--- src/rtl/eacc_pkg.sv ---
package eacc_pkg;
    typedef enum logic [2:0] {
        ST_FLUSH,
        ST_WAIT,
        ST_MULT,
        ST_ACCUM,
        ST_CHECK
    } ctrl_state_t;
endpackage

--- src/rtl/eacc_lag_line.sv ---
module eacc_lag_line #(
    parameter int SMP_W   = 16,
    parameter int MAX_LAG = 7,
    parameter int LAG_W   = 3
) (
    input  logic                    clk,
    input  logic                    rst_n,
    input  logic                    flush,
    input  logic                    shift,
    input  logic signed [SMP_W-1:0] din,
    input  logic [LAG_W-1:0]        lag,
    output logic signed [SMP_W-1:0] dout
);
    logic signed [SMP_W-1:0] taps [MAX_LAG];

    // One register per delay step.
    for (genvar k = 0; k < MAX_LAG; k++) begin : g_tap
        always_ff @(posedge clk or negedge rst_n) begin
            if (!rst_n) begin
                taps[k] <= '0;
            end else if (flush) begin
                taps[k] <= '0;
            end else if (shift) begin
                if (k == 0) begin
                    taps[k] <= din;
                end else begin
                    taps[k] <= taps[k-1];
                end
            end
        end
    end

    // A lag of 0 passes the input straight through.
    always_comb begin
        dout = din;
        for (int k = 0; k < MAX_LAG; k++) begin
            if (int'(lag) == k + 1) begin
                dout = taps[k];
            end
        end
    end

    AST_LINE_CLEARED: assert property (@(posedge clk) disable iff (!rst_n)
        flush |=> (taps[0] == '0 && taps[MAX_LAG-1] == '0));
endmodule

--- src/rtl/eacc_mac.sv ---
module eacc_mac #(
    parameter int SMP_W = 16,
    parameter int ACC_W = 48,
    parameter int THR_W = 40
) (
    input  logic                    clk,
    input  logic                    rst_n,
    input  logic                    flush,
    input  logic                    load,
    input  logic                    mul,
    input  logic                    add,
    input  logic                    chk,
    input  logic signed [SMP_W-1:0] v_in,
    input  logic signed [SMP_W-1:0] i_in,
    input  logic [THR_W-1:0]        thr,
    output logic signed [ACC_W-1:0] acc,
    output logic                    pulse
);
    localparam int PROD_W = 2 * SMP_W;

    logic signed [SMP_W-1:0]  v_q, i_q;
    logic signed [PROD_W-1:0] prod_q;
    logic signed [ACC_W-1:0]  prod_ext, thr_ext;

    // Sign-extend the product; zero-extend the unsigned threshold.
    assign prod_ext = {{(ACC_W-PROD_W){prod_q[PROD_W-1]}}, prod_q};
    assign thr_ext  = $signed({{(ACC_W-THR_W){1'b0}}, thr});

    always_ff @(posedge clk or negedge rst_n) begin
        if (!rst_n) begin
            v_q    <= '0;
            i_q    <= '0;
            prod_q <= '0;
            acc    <= '0;
            pulse  <= 1'b0;
        end else begin
            pulse <= 1'b0;
            if (flush) begin
                v_q    <= '0;
                i_q    <= '0;
                prod_q <= '0;
                acc    <= '0;
            end else begin
                if (load) begin
                    v_q <= v_in;
                    i_q <= i_in;
                end
                if (mul) begin
                    prod_q <= v_q * i_q;
                end
                if (add) begin
                    acc <= acc + prod_ext;
                end
                if (chk && (thr != '0) && (acc >= thr_ext)) begin
                    acc   <= acc - thr_ext;
                    pulse <= 1'b1;
                end
            end
        end
    end

    AST_PULSE_ONE_CLK: assert property (@(posedge clk) disable iff (!rst_n)
        pulse |=> !pulse);
    AST_FLUSH_CLEARS: assert property (@(posedge clk) disable iff (!rst_n)
        flush |=> (acc == '0));
    AST_PULSE_AT_THRESHOLD: assert property (@(posedge clk) disable iff (!rst_n)
        $rose(pulse) |-> ($past(acc) >= $signed({{(ACC_W-THR_W){1'b0}}, thr})));
    AST_ZERO_THR_NO_PULSE: assert property (@(posedge clk) disable iff (!rst_n)
        (chk && thr == '0) |=> !pulse);
    AST_IDLE_HOLDS: assert property (@(posedge clk) disable iff (!rst_n)
        !(flush || add || chk) |=> $stable(acc));
endmodule

--- src/rtl/eacc_ctrl.sv ---
module eacc_ctrl
    import eacc_pkg::*;
#(
    parameter int CFG_W = 5
) (
    input  logic             clk,
    input  logic             rst_n,
    input  logic             smp_valid,
    input  logic [CFG_W-1:0] cfg_in,
    output logic             flush,
    output logic             take,
    output logic             do_mul,
    output logic             do_add,
    output logic             do_chk
);
    ctrl_state_t      state_q, state_d;
    logic [CFG_W-1:0] cfg_q;
    logic             cfg_moved;

    assign cfg_moved = (cfg_in != cfg_q);

    // Next-state logic.
    always_comb begin
        state_d = state_q;
        unique case (state_q)
            ST_FLUSH: state_d = ST_WAIT;
            ST_WAIT: begin
                if (cfg_moved) begin
                    state_d = ST_FLUSH;
                end else if (smp_valid) begin
                    state_d = ST_MULT;
                end
            end
            ST_MULT:  state_d = ST_ACCUM;
            ST_ACCUM: state_d = ST_CHECK;
            ST_CHECK: state_d = ST_WAIT;
            default:  state_d = ST_FLUSH;
        endcase
    end

    // State and stored-configuration registers.
    always_ff @(posedge clk or negedge rst_n) begin
        if (!rst_n) begin
            state_q <= ST_FLUSH;
            cfg_q   <= '0;
        end else begin
            state_q <= state_d;
            if (state_q == ST_WAIT && cfg_moved) begin
                cfg_q <= cfg_in;
            end
        end
    end

    // Strobes decoded from the current state.
    always_comb begin
        flush  = 1'b0;
        take   = 1'b0;
        do_mul = 1'b0;
        do_add = 1'b0;
        do_chk = 1'b0;
        unique case (state_q)
            ST_FLUSH: flush  = 1'b1;
            ST_WAIT:  take   = smp_valid && !cfg_moved;
            ST_MULT:  do_mul = 1'b1;
            ST_ACCUM: do_add = 1'b1;
            ST_CHECK: do_chk = 1'b1;
            default:  flush  = 1'b1;
        endcase
    end

    AST_FLUSH_TO_WAIT: assert property (@(posedge clk) disable iff (!rst_n)
        (state_q == ST_FLUSH) |=> (state_q == ST_WAIT));
    AST_BUSY_NO_TAKE: assert property (@(posedge clk) disable iff (!rst_n)
        take |=> (!take && state_q == ST_MULT));
    AST_CFG_SETTLES: assert property (@(posedge clk) disable iff (!rst_n)
        (state_q == ST_WAIT && cfg_moved) |=> (state_q == ST_FLUSH));
endmodule

--- src/rtl/energy_lag_meter.sv ---
module energy_lag_meter #(
    parameter int SMP_W   = 16,
    parameter int ACC_W   = 48,
    parameter int THR_W   = 40,
    parameter int MAX_LAG = 7
) (
    input  logic                    clk,
    input  logic                    rst_n,
    input  logic                    smp_valid,
    input  logic signed [SMP_W-1:0] volt_smp,
    input  logic signed [SMP_W-1:0] curr_smp,
    input  logic                    calib_en,
    input  logic [$clog2(MAX_LAG+1)-1:0] lag_count,
    input  logic                    lag_on_volt,
    input  logic [THR_W-1:0]        pulse_thresh,
    output logic                    energy_pulse,
    output logic signed [ACC_W-1:0] energy_acc
);
    localparam int LAG_W = $clog2(MAX_LAG + 1);
    localparam int CFG_W = LAG_W + 2;

    logic                    flush, take, do_mul, do_add, do_chk;
    logic [LAG_W-1:0]        lag_eff;
    logic signed [SMP_W-1:0] line_in, line_out, v_pair, i_pair;

    // Outside calibration mode the lag is forced to zero.
    assign lag_eff = calib_en ? lag_count : '0;

    // The selected channel goes through the delay line.
    assign line_in = lag_on_volt ? volt_smp : curr_smp;
    assign v_pair  = lag_on_volt ? line_out : volt_smp;
    assign i_pair  = lag_on_volt ? curr_smp : line_out;

    eacc_ctrl #(.CFG_W(CFG_W)) u_ctrl (
        .clk      (clk),
        .rst_n    (rst_n),
        .smp_valid(smp_valid),
        .cfg_in   ({calib_en, lag_on_volt, lag_count}),
        .flush    (flush),
        .take     (take),
        .do_mul   (do_mul),
        .do_add   (do_add),
        .do_chk   (do_chk)
    );

    eacc_lag_line #(.SMP_W(SMP_W), .MAX_LAG(MAX_LAG), .LAG_W(LAG_W)) u_line (
        .clk  (clk),
        .rst_n(rst_n),
        .flush(flush),
        .shift(take),
        .din  (line_in),
        .lag  (lag_eff),
        .dout (line_out)
    );

    eacc_mac #(.SMP_W(SMP_W), .ACC_W(ACC_W), .THR_W(THR_W)) u_mac (
        .clk  (clk),
        .rst_n(rst_n),
        .flush(flush),
        .load (take),
        .mul  (do_mul),
        .add  (do_add),
        .chk  (do_chk),
        .v_in (v_pair),
        .i_in (i_pair),
        .thr  (pulse_thresh),
        .acc  (energy_acc),
        .pulse(energy_pulse)
    );
endmodule

--- config.mk ---
export PLATFORM = sky130hd
export DESIGN_NAME = energy_lag_meter
export DESIGN_NICKNAME = d
export VERILOG_FILES = /design/src/rtl/eacc_pkg.sv /design/src/rtl/eacc_lag_line.sv /design/src/rtl/eacc_mac.sv /design/src/rtl/eacc_ctrl.sv /design/src/rtl/energy_lag_meter.sv
export SDC_FILE = /design/constraint.sdc
export NUM_CORES = 1
export LEC_CHECK = 0
export BUFFER_PORTS_ARGS = -buffer_cell sky130_fd_sc_hd__buf_2
export CORE_UTILIZATION = 30
export DETAILED_ROUTE_END_ITERATION = 8
export PLACE_DENSITY = 0.46
export SLEW_MARGIN = 20
export SYNTH_ARGS = -nofsm -noshare
export SYNTH_HDL_FRONTEND = slang
export SYNTH_SLANG_ARGS = --single-unit
--- constraint.sdc ---
create_clock -name clk -period 7.92 [get_ports clk]
set_input_delay 0.396 -clock clk [delete_from_list [all_inputs] [get_ports clk]]
set_output_delay 0.396 -clock clk [all_outputs]
set_load 0.02 [all_outputs]
==> impl_metrics.ini <==
[finish]
mostFrequentLayoutCells = 426 x nand2_1, 349 x inv_1, 264 x fa_1
nNetsFinal = 3497
final_layout_size_suffix_gt1_frac = 0.0834
final_common_cell = nand2_1
syn2layout_area_growth_pct = 10.9
diodes = 0
finalNonFillerCells = 4142

[synth]
yosysSeqAreaShare = 0.229
syn_inst = 2945
synth_flop_cell = dfrtp_1
syn_avg_cell_area_um2 = 8.63
synthSimpleGateAreaFrac = 0.182
synthMuxAreaShare = 0.0306
synth_compound_area_frac = 0.152
yosys_warnings = 0
syn_nets = 3458
ys_ff_latch = 233
synth_edf_count = 0
synth_area_mm2 = 0.0254
async_flop_share = 1.00
synth_cell_type_count = 77
synthAdderAreaFrac = 0.291
synth_xor_area_frac = 0.0403
synth_top_family_by_area = adder cells

[floorplan]
die_x_um = 293
core_mm2 = 0.0837
num_rows = 106
die_h_um = 293
dieArea_mm2 = 0.0859
io_pins = 129
start_util = 0.304

[worst_setup_path]
cp.required_ns = 8.39
end_kind = flop
ff2ff_path_depth = 21
r2r_slack_ns = 1.06
critical_path_class = reg2reg
r2r_end = u_mac.prod_q[31]$_DFFE_PN0P_
cp_max_fo = 17
critPathLaunchType = flop
reg2reg_from = u_mac.v_q[15]$_DFFE_PN0P_
arrival_ns = 7.34

[grt]
grt_remaining_overflow = 0
grt_pass1_wl_um = 121000
grt.total_usage = 0.177
antenna_found_initial = 4
grt_start_max_net_pins = 146
first_global_vias = 21000

[sta]
rsz0062_at_grt = no
timing.setup.tns_ns = 0
fmax_mhz = 146
fin_skew_ns = 0.0261
fin_crit_sh = 0.866
period_minus_slack_ns = 6.86
hold_viol_final = 0
maxSlewHeadroom = 0.258
tightestPinTransition_ns = 1.11
setup_viol = 0
slew_viol_final = 0

[route]
vias_per_cell = 4.92
post_drt_wl_per_cell_um = 18.2
remaining_drc_errors = 0
routed_wl_um = 75600
drt_iter0_drc = 1247
firstDrtPassIters = 5
vias = 20400
ant_nets = 0

[placed_design]
dp.cells = 4084
place.gp.congestion = 0.853
hpwl_um = 57200
port_buffers = 128

[clock_tree]
cts.sinks = 233
cts_buffers = 31
cts_tree = done
postCtsSetupRepairBufs = 0
clk-insertion-delay-late_ns = 0.62
clk_path_buf_depth = 3
root_buffer = clkbuf_16
h-tree-depth = 1
clk_pin_slew_ns = 0.07

[run]
maxCapViolCount = 0

[pwr]
comb_power_share = 0.089
powerDensity_mw_per_mm2 = 103
vdd_drop_max_mv = 0.172
total_power_w = 0.00291
p_int_w = 0.00211
p_sw_w = 0.000800
p_leak_nw = 14.6
seqPwrFrac = 0.417
p_sw_frac = 0.275
clkPwrFrac = 0.494

[run_status]
status = finished, final reports clean

[worst_hold_path]
hp-start = calib_en
min_path_type = in2reg
hold_depth = 2
worstHoldEndpoint = u_ctrl.cfg_q[4]$_DFFE_PN0P_
-- state kept, by name (all words and copies together) (netlist names) --
register and flops:
u_mac.prod_q 32, u_line.taps 112, u_mac.pulse 1, u_mac.acc 48
u_mac.i_q 16, u_ctrl.state_q 3, u_ctrl.cfg_q 5, u_mac.v_q 16
-- kinds of logic (layout without fill, tap and decap cells) --
| logic type | after synthesis | count (layout) |
|---|---|---|
| simple gates | 1004 | 1004 |
| mux | 57 | 57 |
| xor+xnor | 117 | 117 |
| compound gates | 605 | 605 |
| buf+inv | 496 | 559 |
| flops | 233 | 233 |
| fa+ha+maj | 433 | 433 |
-- synthesized netlist by cell type, types with 6 or more instances --
master / number / area (µm²)
nor2_1: 142 / 533
or3_1: 6 / 37.5
ha_1: 169 / 2110
xnor2_1: 77 / 674
nor3_1: 18 / 90.1
o221ai_1: 13 / 114
nand4_1: 18 / 113
fa_1: 264 / 5290
a31oi_1: 24 / 150
a21o_1: 71 / 533
mux2i_1: 36 / 360
buf_1: 12 / 45.0
nand3_1: 186 / 931
and2_1: 134 / 838
o21ai_0: 156 / 781
mux4_2: 16 / 360
a221oi_1: 9 / 78.8
nor2b_1: 7 / 43.8
and4_1: 6 / 52.6
a22oi_1: 10 / 75.1
nand2b_1: 15 / 93.8
a211oi_1: 28 / 210
buf_2: 8 / 40.0
inv_1: 349 / 1310
o21bai_1: 15 / 113
nor4_1: 13 / 81.3
o21a_1: 23 / 173
o211ai_1: 10 / 75.1
nand2_1: 426 / 1600
and3_1: 17 / 106
xor2_1: 40 / 350
o31ai_1: 11 / 82.6
or2_2: 6 / 37.5
clkbuf_1: 125 / 469
dfrtp_1: 233 / 5830
a22o_1: 7 / 61.3
a21oi_1: 164 / 821
-- final cells by class --
| type | count | area (µm²) |
|---|---|---|
| inverter | 351 | 1320 |
| timing repair buffer | 151 | 838 |
| multi-input combinational | 2216 | 17700 |
| sequential | 233 | 5830 |
| clock inverter | 9 | 72.6 |
| clock buffer | 48 | 960 |
| fill | 8795 | 55500 |
| tap | 1134 | 1420 |
-- per-stage QoR --
step | hold WS (ns) | instance area, µm² | setup WS (ns) | util
6_report | 0.0992 | 28200 | 1.06 | 0.337
5_1_grt | 0.0765 | 28200 | 0.672 | 0.337
4_1_cts | 0.0667 | 28200 | 0.990 | 0.337
3_5_place_dp | 0.476 | 27100 | 1.03 | 0.324
3_3_place_gp | 0.468 | 27100 | 1.08 | 0.324
2_1_floorplan | 0.100 | 25400 | 1.51 | -
-- critical path, stage by stage, from the launching register on --
cell,delay [ns]
dfrtp_1,0.61
nand2_1,0.22
inv_1,0.10
fa_1,0.80
fa_1,0.51
fa_1,0.43
fa_1,0.52
fa_1,0.55
inv_1,0.05
fa_1,0.47
inv_1,0.04
ha_1,0.35
a21o_1,0.19
a21o_1,0.17
a21o_1,0.16
a2111oi_0,0.39
o32a_1,0.25
a21oi_1,0.09
a2111oi_2,0.42
a21oi_1,0.13
xnor2_1,0.16
o21ai_0,0.08
-- how the worst max path moves through the flow --
| stage | startpoint | depth (start not counted) | slack [ns] | end |
|---|---|---|---|---|
| after floorplan | u_mac.v_q[11]$_DFFE_PN0P_ | 22 | 1.51 | u_mac.prod_q[30]$_DFFE_PN0P_ |
| after global placement | u_mac.i_q[1]$_DFFE_PN0P_ | 21 | 1.08 | u_mac.prod_q[31]$_DFFE_PN0P_ |
| after detailed placement | u_mac.v_q[15]$_DFFE_PN0P_ | 21 | 1.03 | u_mac.prod_q[31]$_DFFE_PN0P_ |
| after CTS | u_mac.v_q[15]$_DFFE_PN0P_ | 21 | 0.99 | u_mac.prod_q[31]$_DFFE_PN0P_ |
| after global routing | u_mac.v_q[15]$_DFFE_PN0P_ | 19 | 0.67 | u_mac.prod_q[31]$_DFFE_PN0P_ |
| final | u_mac.v_q[15]$_DFFE_PN0P_ | 21 | 1.06 | u_mac.prod_q[31]$_DFFE_PN0P_ |
-- power by group through the flow --
stage / clock [W] / sequential [W] / combinational (W)
global route: 0.00153 / 0.00121 / 0.000292
detailed placement: 0 / 0.00123 / 0.000263
floorplan: 0 / 0.00122 / 0.000154
global placement: 0 / 0.00123 / 0.000265
finish: 0.00144 / 0.00121 / 0.000259
CTS: 0.00149 / 0.00121 / 0.000265
-- repair_timing --
action | CTS | global route
gates resized for setup | 0 | 0
hold buffers | 1 | 0
endpoints found under the hold margin | 88 | 0
-- metal layers --
metal / vias up / global-route usage / share of wire
met5: - / 0 / 0.00036
met4: 4 / 0.0342 / 0.019
met3: 80 / 0.0191 / 0.038
met2: 371 / 0.291 / 0.46
met1: 9986 / 0.251 / 0.48
li1: 9936 / - / -
Power figures use the tool's default switching activity.
